## config.mk

```make
export PLATFORM = sky130hd
export DESIGN_NAME = irq_vector_unit
export DESIGN_NICKNAME = d
export VERILOG_FILES = /design/src/rtl/irq_pkg.sv /design/src/rtl/irq_cfg.sv /design/src/rtl/irq_pick.sv /design/src/rtl/irq_vector_unit.sv
export SDC_FILE = /design/constraint.sdc
export NUM_CORES = 1
export LEC_CHECK = 0
export ABC_AREA = 1
export BUFFER_PORTS_ARGS = -buffer_cell sky130_fd_sc_hd__buf_2
export CAP_MARGIN = 30
export CORE_MARGIN = 8
export CORE_UTILIZATION = 30
export DETAILED_ROUTE_END_ITERATION = 8
export GPL_TIMING_DRIVEN = 1
export SETUP_SLACK_MARGIN = 0.1
export SYNTH_ARGS = -nofsm -noshare
export SYNTH_HDL_FRONTEND = slang
export SYNTH_HIERARCHICAL = 1
export SYNTH_SLANG_ARGS = --single-unit
```

## constraint.sdc

```tcl
create_clock -name clk -period 2.8 [get_ports clk]
set_clock_uncertainty 0.2 [all_clocks]
set_input_delay 0.84 -clock clk [delete_from_list [all_inputs] [get_ports clk]]
set_output_delay 0.84 -clock clk [all_outputs]
set_load 0.05 [all_outputs]
```

## src/rtl/irq_pkg.sv

```systemverilog
package irq_pkg;
    localparam int VEC_W  = 16;
    localparam int NUM_W  = 3;
    localparam int CFG_W  = 8;

    // source index, also the priority order (lower index wins)
    localparam int N_SRC    = 6;
    localparam int I_SW     = 0;
    localparam int I_TRAP   = 1;
    localparam int I_R75    = 2;
    localparam int I_R65    = 3;
    localparam int I_R55    = 4;
    localparam int I_GEN    = 5;

    typedef enum logic [2:0] {
        SRC_NONE, SRC_SW, SRC_TRAP, SRC_R75, SRC_R65, SRC_R55, SRC_GEN
    } irq_src_e;

    // vector address in half-restart steps: vector = half_index * 4
    function automatic logic [VEC_W-1:0] half_vec(input logic [NUM_W+1:0] half_idx);
        half_vec = VEC_W'({half_idx, 2'b00});
    endfunction
endpackage

```

## src/rtl/irq_cfg.sv

```systemverilog
module irq_cfg
    import irq_pkg::*;
(
    input  logic             clk,
    input  logic             rst_n,
    input  logic             we_i,
    input  logic             addr_i,
    input  logic [CFG_W-1:0] wdata_i,
    input  logic             ien_clr_i,
    output logic [2:0]       mask_o,
    output logic             ien_o,
    output logic             clr75_o
);
    typedef struct packed {
        logic [2:0] mask;
        logic       ien;
    } cfg_t;

    cfg_t d, q;

    always_comb begin
        d = q;
        if (we_i && !addr_i) d.mask = wdata_i[2:0];
        if (we_i &&  addr_i) d.ien  = wdata_i[0];
        if (ien_clr_i)       d.ien  = 1'b0;
    end

    always_ff @(posedge clk or negedge rst_n) begin
        if (!rst_n) q <= '0;
        else        q <= d;
    end

    assign mask_o  = q.mask;
    assign ien_o   = q.ien;
    assign clr75_o = we_i && !addr_i && wdata_i[4];
endmodule

```

## src/rtl/irq_pick.sv

```systemverilog
module irq_pick
    import irq_pkg::*;
(
    input  logic [N_SRC-1:0] req_i,
    input  logic [NUM_W-1:0] sw_num_i,
    output logic             pend_o,
    output logic [VEC_W-1:0] vec_o,
    output logic             ext_o,
    output irq_src_e         src_o
);
    // half-step index of each fixed restart level
    localparam logic [NUM_W+1:0] H_TRAP = 5'd9;
    localparam logic [NUM_W+1:0] H_R75  = 5'd15;
    localparam logic [NUM_W+1:0] H_R65  = 5'd13;
    localparam logic [NUM_W+1:0] H_R55  = 5'd11;

    always_comb begin
        src_o = SRC_NONE;
        for (int i = N_SRC - 1; i >= 0; i--) begin
            if (req_i[i]) src_o = irq_src_e'(i + 1);
        end
        pend_o = (src_o != SRC_NONE);
        ext_o  = (src_o == SRC_GEN);
        case (src_o)
            SRC_SW:   vec_o = half_vec({1'b0, sw_num_i, 1'b0});
            SRC_TRAP: vec_o = half_vec(H_TRAP);
            SRC_R75:  vec_o = half_vec(H_R75);
            SRC_R65:  vec_o = half_vec(H_R65);
            SRC_R55:  vec_o = half_vec(H_R55);
            default:  vec_o = '0;
        endcase
    end
endmodule

```

## src/rtl/irq_vector_unit.sv

```systemverilog
module irq_vector_unit
    import irq_pkg::*;
(
    input  logic             clk,
    input  logic             rst_n,
    input  logic             trap_i,
    input  logic             rst75_i,
    input  logic             rst65_i,
    input  logic             rst55_i,
    input  logic             gen_req_i,
    input  logic             cfg_we_i,
    input  logic             cfg_addr_i,
    input  logic [CFG_W-1:0] cfg_wdata_i,
    input  logic             sw_req_i,
    input  logic [NUM_W-1:0] sw_num_i,
    input  logic             ack_i,
    output logic             pend_o,
    output logic [VEC_W-1:0] vec_o,
    output logic             ext_vec_o,
    output logic             ien_o
);
    typedef struct packed {
        logic             trap_s;
        logic             trap_arm;
        logic             s75;
        logic             lat75;
        logic             s65;
        logic             s55;
        logic             sgen;
        logic             sw_v;
        logic [NUM_W-1:0] sw_n;
    } sense_t;

    sense_t d, q;

    logic [2:0]       mask;
    logic             clr75;
    logic             ien_clr;
    logic [N_SRC-1:0] req;
    irq_src_e         src;
    logic             ack_hit;
    logic             maskable_sel;

    assign ack_hit      = ack_i && pend_o;
    assign maskable_sel = (src == SRC_R75) || (src == SRC_R65) ||
                          (src == SRC_R55) || (src == SRC_GEN);
    assign ien_clr      = ack_hit && maskable_sel;

    always_comb begin
        req          = '0;
        req[I_SW]    = q.sw_v;
        req[I_TRAP]  = q.trap_arm && q.trap_s;
        req[I_R75]   = q.lat75 && !mask[2] && ien_o;
        req[I_R65]   = q.s65   && !mask[1] && ien_o;
        req[I_R55]   = q.s55   && !mask[0] && ien_o;
        req[I_GEN]   = q.sgen  && ien_o;
    end

    always_comb begin
        d          = q;
        d.trap_s   = trap_i;
        d.trap_arm = trap_i && (!q.trap_s ||
                     (q.trap_arm && !(ack_hit && src == SRC_TRAP)));
        d.s75      = rst75_i;
        d.lat75    = (rst75_i && !q.s75) ||
                     (q.lat75 && !clr75 && !(ack_hit && src == SRC_R75));
        d.s65      = rst65_i;
        d.s55      = rst55_i;
        d.sgen     = gen_req_i;
        d.sw_v     = sw_req_i || (q.sw_v && !(ack_hit && src == SRC_SW));
        if (sw_req_i) d.sw_n = sw_num_i;
    end

    always_ff @(posedge clk or negedge rst_n) begin
        if (!rst_n) q <= '0;
        else        q <= d;
    end

    irq_cfg u_cfg (
        .clk       (clk),
        .rst_n     (rst_n),
        .we_i      (cfg_we_i),
        .addr_i    (cfg_addr_i),
        .wdata_i   (cfg_wdata_i),
        .ien_clr_i (ien_clr),
        .mask_o    (mask),
        .ien_o     (ien_o),
        .clr75_o   (clr75)
    );

    irq_pick u_pick (
        .req_i    (req),
        .sw_num_i (q.sw_n),
        .pend_o   (pend_o),
        .vec_o    (vec_o),
        .ext_o    (ext_vec_o),
        .src_o    (src)
    );


    ien_ack_clr_chk: assert property (@(posedge clk) disable iff (!rst_n)
        (ack_i && pend_o && maskable_sel) |=> !ien_o);


    trap_wins_chk: assert property (@(posedge clk) disable iff (!rst_n)
        (q.trap_arm && !q.sw_v) |-> (pend_o && vec_o == 16'h0024));


    lat75_hold_chk: assert property (@(posedge clk) disable iff (!rst_n)
        (q.lat75 && !clr75 && !(ack_hit && src == SRC_R75)) |=> q.lat75);


    ien_gate_chk: assert property (@(posedge clk) disable iff (!rst_n)
        !ien_o |-> !(pend_o && maskable_sel));


    ext_vec_chk: assert property (@(posedge clk) disable iff (!rst_n)
        ext_vec_o |-> (pend_o && vec_o == '0));
endmodule

```

==> flow_summary.toml <==
[sta]
rsz0062_at_grt = "yes"
max_freq_mhz = 381
fin_crit_sh_pct = 93.7
setup_viol = 0
slew_violations = 0
hold_viol_final = 0
finalCriticalPeriod_ns = 2.62
fin_tns_setup_ns = 0

[clock_network]
worstSkewPairLatency_ns = 0.27
cts_tree = "done"
numCtsBuffers = 3
cts_buffer_depth = 2
cts.clk_slew.worst_paths_ns = 0.08
cts_sinks = 15
cts_max_level = 1
cts-root-buf = "clkbuf_4"

[logic_synthesis]
synth_warnings = 6
synth-adder-area-share_pct = 0
synth_mux_area_share_pct = 3.87
ys_seq_elements = 15
synth_top_family_by_area = "simple AND/OR/NAND/NOR gates"
yosys-top-cells-area = "dfrtp_1 43%, nand2_1 16%, buf_4 10%"
synth_top_cell_area_share_pct = 43.0
synth_area_leader_cell = "dfrtp_1"
synth_compound_gate_area_share_pct = 3.16
syn_inst = 116
avgSynthCellArea_um2 = 7.52
synth_simple_gate_area_share_pct = 31.0
synth-xor-area-share_pct = 0
seq_area_frac_synth_pct = 43.0
syn_area_um2 = 872
yosysUniqueCellTypes = 18

[final_layout]
layout_common_cells = "36 x nand2_1, 20 x buf_2, 16 x inv_1"
antenna_cells = 0
area_delta_synth_final_pct = 25.3
final_common_cell = "nand2_1"
drive_gt1_share_pct = 34.9
fin_area_um2 = 1090
fin_cells = 177
nets = 169
utilization_pct = 39.6

[route]
drt-initial-drc-count = 10
dr.pass1.iters = 4
drtAntennaViolNets = 0
drc_errors = 0
wl_um = 1910
wl_per_cell_um = 10.8
vias_per_cell = 4.32
vias = 764

[status]
outcome = "completed"

[placed_design]
postPlaceCellArea_um2 = 987
post-place-cells = 170
io_buffer_count = 24
routabilityCongestion = 0.730
dp_hpwl_um = 1550

[setup_path]
path_max_fanout = 6
start_kind = "register"
crit_required_ns = 1.76
worst-setup-path-type = "reg -> out"
end_kind = "primary output"
reg2regPathDepth = 16
arrival_ns = 1.58

[global_route]
grt_usage_pct = 7.90
grt_pass1_vias = 827
grt_pass1_wl_um = 3260
antenna_found_initial = 0
grt_max_degree = 16
grt_overflow_total = 0

[run]
drv_cap = 0

[die]
core_area_um2 = 2760
initial_core_util_pct = 31.6
row_count = 19
die_area_um2 = 4890
num_io_pins = 41
die_h_um = 69.9
die_w_um = 69.9

[power]
leakagePower_nw = 0.622
power_frac_seq_pct = 37.5
power.total_mw = 0.696
max-vdd-ir-drop_mv = 0.337
p_sw_mw = 0.306
p_per_area_nw_per_um2 = 637
p_int_mw = 0.390
p_sw_share_pct = 44.0
p_clk_share_pct = 17.0
power_frac_comb_pct = 45.5

[min_path]
hp-class = "reg -> reg"
min_delay_path_depth = 1
[critical path: stages (launching register included)]
cell	delay [ns]
dfrtp_2	0.41
nand2_1	0.08
nor2_2	0.14
inv_1	0.06
nand2_1	0.08
nor2_2	0.06
nor2_4	0.14
and3_4	0.20
buf_8	0.14
[cells in the mapped netlist (all sizes together)]
cell type  instances
dfrtp             15
a21oi              2
nand4              2
a21o               1
o21ai              2
nand2             39
nand3              6
nor2              12
mux2               3
and3               1
inv               19
buf               12
conb               1
nand3b             1
[stage by stage]
stage                     worst slack (ns)  hold WS, ns
after floorplan                      0.236        0.192
after global placement               0.404        0.196
after detailed placement             0.350        0.205
after CTS                           0.0986        0.217
after global routing                0.0734        0.235
final                                0.177        0.214
[state kept, by name, indices dropped and copies added (netlist names)]
name	cells
q	11
u_cfg/mask_o	3
u_cfg/ien_o	1
[power groups by stage]
stage                     Clock (mW)  Sequential (mW)  Combinational (mW)
after floorplan                    0            0.275               0.218
after global placement             0            0.264               0.273
after detailed placement           0            0.265               0.280
after CTS                      0.122            0.261               0.287
after global routing           0.132            0.266               0.347
final                          0.118            0.261               0.317
[layer usage]
layer  vias up  track usage (%)  share of wire, %
li1        386                -                 -
met1       346             7.74                42
met2        28             13.1                47
met3         4             3.81               8.4
met4         0             4.91               1.8
met5         -                0                 0
[cell families after synthesis]
kind of cell           Yosys count
other                            1
buffers and inverters           31
AO/OA/AOI/OAI                    5
multiplexers                     3
AND/OR/NAND/NOR                 61
flip-flops                      15
[final cells by class]
type	count	area (um^2)
sequential	15	377
tap	31	38.8
fill	283	1670
clock buffer	4	26.3
timing repair buffer	27	171
multi-input combinational	81	408
inverter	19	71.3
[final timing paths]
check | slack (ns) | startpoint | end
worst min-delay path | 0.21 | q[8] | q[7]
worst max-delay path | 0.18 | u_cfg/ien_o | ext_vec_o
max in group asynchronous | 1.89 | rst_n | u_cfg/ien_o
worst min register to register | 0.21 | q[8] | q[7]
min in group asynchronous | 0.25 | rst_n | q[2]
worst max register to register | 0.74 | u_cfg/ien_o | u_cfg/ien_o
[timing repair]
| action | 4_1_cts | 5_1_grt |
|---|---|---|
| hold endpoints to repair | 0 | 0 |
| pin swaps | 0 | 3 |
| gates resized for setup | 4 | 14 |
| setup buffers | 0 | 3 |
| hold buffers | 0 | 0 |
| endpoints found under the setup margin | 4 | 4 |
Power figures use the tool's default switching activity.
